`config.mk`:
```
export PLATFORM = sky130hd
export DESIGN_NAME = dma_burst_sequencer
export DESIGN_NICKNAME = d
export VERILOG_FILES = /design/src/rtl/dma_seq_pkg.sv /design/src/rtl/dma_seq_len_calc.sv /design/src/rtl/dma_seq_bookkeep.sv /design/src/rtl/dma_seq_fsm.sv /design/src/rtl/dma_burst_sequencer.sv
export SDC_FILE = /design/constraint.sdc
export NUM_CORES = 1
export LEC_CHECK = 0
export BUFFER_PORTS_ARGS = -buffer_cell sky130_fd_sc_hd__buf_2
export CAP_MARGIN = 20
export CORE_ASPECT_RATIO = 1.2
export CORE_MARGIN = 5
export CORE_UTILIZATION = 37
export DETAILED_ROUTE_END_ITERATION = 12
export PLACE_DENSITY = 0.68
export SLEW_MARGIN = 10
export SYNTH_ARGS = -nofsm -noshare
export SYNTH_HDL_FRONTEND = slang
export SYNTH_SLANG_ARGS = --single-unit
```
`constraint.sdc`:
```
create_clock -name clk -period 3.7 [get_ports clk]
set_clock_uncertainty 0.2 [all_clocks]
set_input_delay 0.555 -clock clk [delete_from_list [all_inputs] [get_ports clk]]
set_output_delay 0.555 -clock clk [all_outputs]
set_load 0.03 [all_outputs]
```
`src/rtl/dma_seq_pkg.sv`:
```
// Package: shared state encoding for the burst sequencer.
// Assumes: imported by every sequencer module.
package dma_seq_pkg;
    typedef enum logic [2:0] {
        ST_IDLE      = 3'd0,
        ST_WAIT_DATA = 3'd1,
        ST_LAUNCH    = 3'd2,
        ST_WAIT_DONE = 3'd3,
        ST_FINISH    = 3'd4
    } seq_state_t;
endpackage

```
`src/rtl/dma_seq_len_calc.sv`:
```
// Module: combinational burst-size selector.
// Picks min(remaining, fill, cap) and clears bit 0, so the result is even.
// Assumes: MAX_BURST is even and at least 2.
module dma_seq_len_calc #(
    parameter int LEN_W     = 16,
    parameter int FILL_W    = 16,
    parameter int MAX_BURST = 16
) (
    input  logic [LEN_W-1:0]  remaining,
    input  logic [FILL_W-1:0] fill,
    output logic [LEN_W-1:0]  cand,
    output logic              cand_nz
);
    localparam int CMP_W = (LEN_W > FILL_W) ? LEN_W : FILL_W;

    logic [CMP_W-1:0] rem_x, fill_x, cap_x, min_rf, min_all;

    // Purpose: three-way minimum, then even rounding.
    always_comb begin
        rem_x   = CMP_W'(remaining);
        fill_x  = CMP_W'(fill);
        cap_x   = CMP_W'(MAX_BURST);
        min_rf  = (rem_x < fill_x) ? rem_x : fill_x;
        min_all = (min_rf < cap_x) ? min_rf : cap_x;
        cand    = LEN_W'(min_all) & ~LEN_W'(1);
        cand_nz = (cand != '0);
    end
endmodule

```
`src/rtl/dma_seq_bookkeep.sv`:
```
// Module: remaining-count, destination-address and burst-length registers.
// Assumes: control strobes from the FSM are mutually exclusive; LEN_W+2 <= ADDR_W.
module dma_seq_bookkeep #(
    parameter int LEN_W     = 16,
    parameter int ADDR_W    = 32,
    parameter int MAX_BURST = 16
) (
    input  logic              clk,
    input  logic              rst_n,
    input  logic              load_req,
    input  logic              load_len,
    input  logic              advance,
    input  logic [LEN_W-1:0]  req_len,
    input  logic [ADDR_W-1:0] req_addr,
    input  logic [LEN_W-1:0]  cand,
    output logic [LEN_W-1:0]  remaining,
    output logic [ADDR_W-1:0] addr,
    output logic [LEN_W-1:0]  blen,
    output logic              last
);
    logic [LEN_W-1:0]  rem_q, blen_q;
    logic [ADDR_W-1:0] addr_q;

    // Purpose: latch request, capture burst size, step counters on completion.
    always_ff @(posedge clk) begin
        if (!rst_n) begin
            rem_q  <= '0;
            addr_q <= '0;
            blen_q <= '0;
        end else begin
            if (load_req) begin
                rem_q  <= req_len;
                addr_q <= req_addr;
            end
            if (load_len) begin
                blen_q <= cand;
            end
            if (advance) begin
                rem_q  <= rem_q - blen_q;
                addr_q <= addr_q + ADDR_W'({blen_q, 2'b00});
            end
        end
    end

    assign remaining = rem_q;
    assign addr      = addr_q;
    assign blen      = blen_q;
    assign last      = (rem_q == blen_q);

    // a captured burst is even, non-zero and within the cap
    a_r3_len_even: assert property (@(posedge clk) disable iff (!rst_n)
        load_len |=> (blen_q[0] == 1'b0 && blen_q != '0 && blen_q <= LEN_W'(MAX_BURST)));
    // a burst never exceeds what is still owed
    a_r5_no_overrun: assert property (@(posedge clk) disable iff (!rst_n)
        load_len |=> (blen_q <= rem_q));
endmodule

```
`src/rtl/dma_seq_fsm.sv`:
```
// Module: sequencing state machine with held done/error flags.
// Assumes: burst_done arrives only while a burst is outstanding; others are ignored.
module dma_seq_fsm
    import dma_seq_pkg::*;
#(
    parameter int LEN_W = 16
) (
    input  logic             clk,
    input  logic             rst_n,
    input  logic             req_valid,
    input  logic [LEN_W-1:0] req_len,
    input  logic             cand_nz,
    input  logic             burst_done,
    input  logic             last,
    output logic             load_req,
    output logic             load_len,
    output logic             advance,
    output logic             burst_start,
    output logic             busy,
    output logic             done,
    output logic             err
);
    seq_state_t state_q, state_d;
    logic       req_ok, done_q, err_q;

    assign req_ok = (req_len != '0) && !req_len[0];

    // Purpose: next-state selection.
    always_comb begin
        state_d = state_q;
        unique case (state_q)
            ST_IDLE:      if (req_valid && req_ok) state_d = ST_WAIT_DATA;
            ST_WAIT_DATA: if (cand_nz) state_d = ST_LAUNCH;
            ST_LAUNCH:    state_d = ST_WAIT_DONE;
            ST_WAIT_DONE: if (burst_done) state_d = last ? ST_FINISH : ST_WAIT_DATA;
            ST_FINISH:    state_d = ST_IDLE;
            default:      state_d = ST_IDLE;
        endcase
    end

    // Purpose: state register.
    always_ff @(posedge clk) begin
        if (!rst_n) state_q <= ST_IDLE;
        else        state_q <= state_d;
    end

    // Purpose: held completion and refusal flags.
    always_ff @(posedge clk) begin
        if (!rst_n) begin
            done_q <= 1'b0;
            err_q  <= 1'b0;
        end else if (state_q == ST_IDLE && req_valid) begin
            done_q <= 1'b0;
            err_q  <= !req_ok;
        end else if (state_q == ST_FINISH) begin
            done_q <= 1'b1;
        end
    end

    assign load_req    = (state_q == ST_IDLE) && req_valid && req_ok;
    assign load_len    = (state_q == ST_WAIT_DATA) && cand_nz;
    assign advance     = (state_q == ST_WAIT_DONE) && burst_done;
    assign burst_start = (state_q == ST_LAUNCH);
    assign busy        = (state_q != ST_IDLE);
    assign done        = done_q;
    assign err         = err_q;

    // launch strobe lasts one cycle
    a_r9_start_pulse: assert property (@(posedge clk) disable iff (!rst_n)
        burst_start |=> !burst_start);
    // done is only shown while idle
    a_r7_done_idle: assert property (@(posedge clk) disable iff (!rst_n)
        done_q |-> !busy);
    // a refused request never leaves the block busy
    a_r6_err_idle: assert property (@(posedge clk) disable iff (!rst_n)
        err_q |-> !busy);
    // a request seen mid-transfer does not reset the flags
    a_r8_ignore_busy: assert property (@(posedge clk) disable iff (!rst_n)
        (busy && req_valid) |=> !err_q);
endmodule

```
`src/rtl/dma_burst_sequencer.sv`:
```
// Module: top of the data-availability-gated DMA burst sequencer.
// Splits a host total into even bursts that are fully backed by buffered data.
// Assumes: fill_count counts Dwords already stored; the bus core pulses burst_done once per burst.
module dma_burst_sequencer #(
    parameter int LEN_W     = 16,
    parameter int ADDR_W    = 32,
    parameter int FILL_W    = 16,
    parameter int MAX_BURST = 16
) (
    input  logic              clk,
    input  logic              rst_n,
    input  logic              req_valid,
    input  logic [LEN_W-1:0]  req_len,
    input  logic [ADDR_W-1:0] req_addr,
    input  logic [FILL_W-1:0] fill_count,
    input  logic              burst_done,
    output logic              burst_start,
    output logic [LEN_W-1:0]  burst_len,
    output logic [ADDR_W-1:0] burst_addr,
    output logic              busy,
    output logic              done,
    output logic              err
);
    localparam int CMP_W = (LEN_W > FILL_W) ? LEN_W : FILL_W;

    logic [LEN_W-1:0] remaining, cand;
    logic             cand_nz, last, load_req, load_len, advance;

    dma_seq_len_calc #(.LEN_W(LEN_W), .FILL_W(FILL_W), .MAX_BURST(MAX_BURST)) u_calc (
        .remaining (remaining),
        .fill      (fill_count),
        .cand      (cand),
        .cand_nz   (cand_nz)
    );

    dma_seq_bookkeep #(.LEN_W(LEN_W), .ADDR_W(ADDR_W), .MAX_BURST(MAX_BURST)) u_book (
        .clk       (clk),
        .rst_n     (rst_n),
        .load_req  (load_req),
        .load_len  (load_len),
        .advance   (advance),
        .req_len   (req_len),
        .req_addr  (req_addr),
        .cand      (cand),
        .remaining (remaining),
        .addr      (burst_addr),
        .blen      (burst_len),
        .last      (last)
    );

    dma_seq_fsm #(.LEN_W(LEN_W)) u_fsm (
        .clk         (clk),
        .rst_n       (rst_n),
        .req_valid   (req_valid),
        .req_len     (req_len),
        .cand_nz     (cand_nz),
        .burst_done  (burst_done),
        .last        (last),
        .load_req    (load_req),
        .load_len    (load_len),
        .advance     (advance),
        .burst_start (burst_start),
        .busy        (busy),
        .done        (done),
        .err         (err)
    );

    // every launched burst was covered by buffered data when it was sized
    a_r2_backed: assert property (@(posedge clk) disable iff (!rst_n)
        burst_start |-> (CMP_W'(burst_len) <= CMP_W'($past(fill_count))));
endmodule

```
After elaboration in Yosys (flattened, before gate mapping)
Index checks and enable logic that the tools add are counted.
{ "totals": {"regBits": 68} }
{ "classes": {"n_addsub": 2, "order_cmp": 2, "eq_ne": 8, "n_mux": 11, "bitwise": 1, "n_reduce_logical": 15} }
{ "ops": {"columns": ["operator", "count"], "rows": [
  ["two-way mux 16 bit", 4],
  ["two-way mux 32 bit", 2],
  ["adder 32 x 18 -> 32 bit", 1],
  ["nonzero test 16 bit", 2],
  ["== test 16 bit", 1],
  ["< comparator 16 bit", 1],
  ["< comparator 16 x 5 -> 1 bit (second input constant)", 1],
  ["subtractor 16 bit", 1],
  ["two-way mux 3 bit", 4],
  ["one-hot mux 3 bit (4 select lines)", 1],
  ["== test 3 x 2 -> 1 bit (second input constant)", 2],
  ["logical AND 1 bit", 6],
  ["!= test 2 x 1 -> 1 bit (second input constant)", 2],
  ["== test 3 x 1 -> 1 bit (second input constant)", 1],
  ["== test 3 bit (second input constant)", 1],
  ["zero test 3 bit", 1],
  ["AND reduction 3 bit", 1],
  ["nonzero test 3 bit", 1],
  ["zero test 1 bit", 2],
  ["!= test 2 bit (second input constant)", 1],
  ["nonzero test 2 bit", 1],
  ["OR reduction 2 bit", 1],
  ["NOT 1 bit", 1]
]} }

Depth between registers and ports, before layout
{ "logic_depth": {"ltp_word": 7, "mapped_depth": 11, "mapped_depth_nobuf": 10} }

Cells and area by module
From an unflattened synthesis, not the netlist that was laid out.
{ "hier_totals": {"cells_unflattened": 675, "area_unflattened_um2": 5497.8} }
{ "modules_own_cells": {"columns": ["mod", "n_inst", "cells_per_inst", "area_each_um2", "seq_area_each_um2"], "rows": [
  ["dma_seq_bookkeep", 1, 554, 4561.9, 1281.2],
  ["dma_seq_len_calc", 1, 87, 634.4, 0.0],
  ["dma_seq_fsm", 1, 34, 301.5, 100.1]
]} }

Worst setup path before layout
OpenSTA, ideal clock, no wires.
{ "synth_path": {"path_kind": "register to register", "start": "reg u_book.blen_q[1] (netlist: u_book.blen[1])", "end": "reg u_book.addr_q[31] (netlist: u_book.addr[31])", "t_arrival_ns": 2.679, "t_required_ns": 3.380, "path_slack_ns": 0.701, "stages_incl_launch_ff": 11, "path_buffers": 0, "period_less_slack_ns": 2.999, "path_cell_list": "dfxtp_1 > ha_1 > inv_1 > fa_1 > and2b_1 > o21ai_0 > a21boi_1 > o211ai_2 > and2_1 > o311a_1 > o31a_1"} }
{ "synth_between": {"elab_chain_len": 2} }
{ "synth_rtl": {"columns": ["item", "line", "rtl"], "rows": [
  ["start: declaration", "dma_seq_bookkeep.sv:21", "logic [LEN_W-1:0] rem_q, blen_q;"],
  ["start signal: assignment", "dma_seq_bookkeep.sv:36", "blen_q <= cand;"],
  ["adder 32 x 18 -> 32 bit", "dma_seq_bookkeep.sv:40", "addr_q <= addr_q + ADDR_W'({blen_q, 2'b00});"],
  ["two-way mux 32 bit", "dma_seq_bookkeep.sv:38", "if (advance) begin"],
  ["end signal: assignment", "dma_seq_bookkeep.sv:33", "addr_q <= req_addr;"],
  ["end signal: assignment", "dma_seq_bookkeep.sv:40", null],
  ["end: declaration", "dma_seq_bookkeep.sv:22", "logic [ADDR_W-1:0] addr_q;"]
]} }
Every way passes these cells.
A chain may end at the register's enable or synchronous reset.

Worst setup path after layout
Same ends and word-level chain as after synthesis.

==> summary.md <==
The worst hold path passes through 3 cells. The wire length on met2 was 7.90 mm; the time the worst path needs with I/O delays and setup was 3.12 ns. The wire length of the first global-routing pass was 25.4 mm. The utilization after layout was 46.1%; the yosys synthesis warning count was 0. Detailed routing inserted a total of 5023 vias. The critical path goes through ha_1 -> inv_1 -> fa_1 -> and2b_1 -> o21ai_0 -> a21boi_1 -> o211ai_2 -> and2_1 -> o311a_1 -> o31a_1.

Headroom to the max-slew limit: 59.5%. The initial cell density of the core was 38.0%; the sum of routed wire length over all layers was 15.8 mm. Number of sinks driven by the clock tree: 68.

In this run the vertical extent of the chip is 135 µm. Timing would allow up to 0.320 GHz. For this block, wires on met1 add up to 6.51 mm. The flow ran to the end, and the final reports show no timing, DRC or antenna violations. For this run the aggregate overflow at the end of global routing stands at 0. After detailed routing, the number of remaining DRC violations is 0.

In the synthesized netlist, the number of instances is 602. The endpoint identified for the worst register-to-register timing path is u_book.addr[31]. The worst setup path is of the reg -> reg kind. The worst hold path startpoint was req_addr[28]. Leaving out filler cells and counting taps, the final layout contains 880. The initial antenna violation count was 0. The run gives 72 as the distinct cell type count of the synthesized netlist. The via count of the first global-routing pass is 5243. The sum of internal, switching and leakage power was 2.65 mW. The number of hold buffers added after CTS was 0. The arrival time of the worst setup path is 3.15 ns. The share of synthesized area in the top cell type comes to 28.1%.

The via count normalized by instance count was 5.71. Entering global routing, the biggest net connects 35 pins. Of the total power, the share spent switching nets is 34.6%. The run gives 32.6% as the fraction of power consumed by sequential logic. The number of max-slew violations in the final report came out at 0. For the number of placement rows, the log shows 45. The area growth from synthesis to layout is 21.3%.

The standby leakage power was 2.72 nW; the data required time at the worst endpoint was 3.73 ns. Setup violations remaining at the end of the flow were counted as 0. Predominant post-synthesis flop cell: dfxtp_1. In the post-route analysis, the smallest setup slack over all paths is 0.578 ns. The tools report the number of max-capacitance violations reported as 0. STA classifies the critical path endpoint as a register. After clock tree synthesis, the clock-pin slew on the worst setup and hold paths is 0.06 ns.

The share of total power dissipated in the clock network is 34.8%. The count of buffer and inverter cells on the critical path was 1; the number of gates resized after CTS was 0. The routed wire length per instance is 18.0 µm, and the number of iterations in the first detailed-routing pass is 5. Detailed placement finished with a half-perimeter wire length of 12.5 mm. The initial DRC count is 263, and the depth of the CTS H-tree is 3. The share of synthesized flip-flops with an asynchronous set or reset is 0%, and the number of buffer cells added on primary ports is 118. Setup repair after global routing left no endpoint under its margin.

The internal power of the cells totals 1.73 mW. The clock insertion delay at the later pin of the skew report is 0.34 ns. By area the synthesized netlist is led by dfxtp_1 28%, ha_1 11%, nand2_1 4.7%.

Sequential elements use 28.1% of the synthesized area. The tools report the area enclosed by the die boundary as 15500 µm². The internal reg-to-reg setup slack was 0.58 ns. In this run the remaining antenna-violating nets after routing total 0. The floorplan die width is 114 µm, and the net switching power figure is 0.917 mW.

The post-synthesis cell area was 4840 µm². The tools report the peak ir drop on the vdd network as 0.284 mV. On the critical path the largest part of the delay comes from compound AO/OA/AOI/OAI gates. The worst-case clock buffer depth is 2, and the largest incremental delay on the critical path is 0.41 ns. STA classifies the critical path startpoint as a register. The combinational power share is 32.6%, and the CTS buffer count is 9. The standard cell with the maximum stage delay on the critical path was a21boi_1. The worst-path maximum fanout came out at 5.

Counting flops and latches in the post-synthesis netlist gives 68. The worst hold path belongs to the class in -> reg. The worst hold path terminates at u_book.addr[28].

The number of antenna diodes in the final layout is 0. The tools report the global-route usage over all layers as 20.5%. In this run the critical register-to-register path is launched from u_book.blen[1].

The number of cells in the design after placement is 864. In this run the count of I/O pins placed on the die edge is 120. The share of cells above drive strength 1 works out to 21.6%.

For the sum of met3 wire segment lengths after detailed routing, the log shows 1.00 mm. Measured in cells, the most critical reg-to-reg path has a length of 10. The synthesized area per cell is 8.04 µm².

Yosys mapped a number of flops with a built-in enable equal to 0. In this run the post-CTS setup repair buffer count came out at 0. The detailed router used layers up to and including met4. At the pin with the least slew margin, the transition time is 0.606 ns. The tools report the count of endpoints failing hold in the final timing report as 0. The cell sitting at the root of the clock tree is a clkbuf_16. At the end of the flow, the number of nets in the layout was 825.

The worst slack at placement came out at 0.586 ns. The congestion estimate from routability-driven global placement came to 0.935. In the finished design, the share of the clock period the worst path needs comes to 84.4%.

The floorplan step defined a core boundary enclosing 12700 µm². TritonCTS built the clock tree. Adding up every negative setup slack in the final design gives 0 ns. The net count after synthesis was 716. The power density normalized to cell area works out to 452 nW/µm². Largest area contributor in the synthesized netlist: dfxtp_1.
==> Yosys cell counts, drive strengths merged (10+ instances only) <==
cell type  count
o21ai         24
buf           10
a21o          12
and3          24
nand2b        12
a21oi         28
a22oi         15
xnor2         14
a221oi        10
nand3         13
nor2b         11
clkbuf        16
a211oi        11
nor3          18
ha            44
nand2         60
inv           44
nor2          41
nor4          12
dfxtp         68
==> power groups by stage <==
stage          sequential, mW  combinational (mW)  clock, mW
3_3_place_gp            0.875               0.841          0
2_1_floorplan           0.928               0.572          0
4_1_cts                 0.861               0.864      0.937
5_1_grt                 0.871               0.963      0.969
3_5_place_dp            0.877               0.858          0
6_report                0.864               0.864      0.924
==> worst reg2reg max path, stage by stage, from the launching register on <==
cell and delay, ns:
dfxtp_1 0.38, ha_1 0.22, inv_1 0.06, fa_1 0.38
and2b_1 0.23, o21ai_0 0.10, a21boi_1 0.41, o211ai_2 0.18
and2_1 0.21, o311a_1 0.35, o31a_1 0.28
==> cell families after synthesis <==
logic type / synth area share, %
mux: 1.78
xor+xnor: 3.26
flops: 28.1
compound gates: 25.7
simple gates: 22.9
fa+ha+maj: 12.2
other cells: 0.0775
buf+inv: 5.97
==> placed cells by master, fill, tap and decap left out, types with 3 or more instances in the layout <==
cell	netlist	final
o311ai_0	3	3
buf_4	1	6
a21boi_0	4	4
xnor2_1	14	14
nor3_1	18	18
ha_1	44	44
a31oi_1	8	8
o22ai_1	7	7
and4_1	4	4
nand4_1	4	4
a211oi_1	10	10
nor4_1	12	12
and3_2	3	3
o21a_1	9	9
nor2_1	40	39
o31a_1	3	3
a22o_1	5	5
nand2_1	60	60
and3_1	21	21
inv_1	44	44
o21ai_0	23	23
buf_2	6	118
and2_1	7	6
a21oi_1	28	28
a32o_2	3	3
dfxtp_1	68	68
mux2i_1	6	6
a221oi_1	10	10
clkbuf_16	0	9
xor2_1	4	4
a21o_1	12	12
nand2b_1	11	11
clkbuf_1	16	3
nand3_1	13	13
a22oi_1	15	15
or3_1	4	4
o211ai_1	7	7
nor2b_1	11	11
==> layer usage <==
metal  up-vias  global-route usage (%)
met5         -                       0
met4         0                    8.58
met3        35                    4.11
met2       171                    36.2
met1      2378                    23.7
li1       2439                       -
==> metrics by stage <==
step | hold WS, ns | cell area (µm²)
5_1_grt | 0.269 | 5870
2_1_floorplan | 0.288 | 4840
6_report | 0.255 | 5870
4_1_cts | 0.250 | 5870
3_5_place_dp | 0.259 | 5560
3_3_place_gp | 0.244 | 5560
==> how the worst max path moves through the flow <==
stage                     slack, ns            from              end  depth (start not counted)
after floorplan                0.70  u_book.blen[1]  u_book.addr[31]                         10
after global placement         0.66   fill_count[7]   u_book.blen[1]                          9
after detailed placement       0.59  u_book.blen[1]  u_book.addr[31]                         10
after CTS                      0.56  u_book.blen[1]  u_book.addr[31]                         10
after global routing           0.32  u_book.blen[1]  u_book.addr[23]                         10
final                          0.58  u_book.blen[1]  u_book.addr[31]                         10
==> flip-flops by register name, summed over array words and instances, names as in the netlist <==
name / flops
u_fsm.done: 1
u_fsm.err: 1
u_book.blen: 15
u_book.remaining: 16
u_book.addr: 32
u_fsm.state_q: 3
==> final cells by class <==
type / count / area [µm²]
timing repair buffer: 124 / 636
clock inverter: 4 / 73.8
sequential: 68 / 1360
clock buffer: 12 / 236
inverter: 44 / 165
fill: 1316 / 6860
tap: 164 / 205
multi-input combinational: 464 / 3190
(Power assumes the default switching activity.)
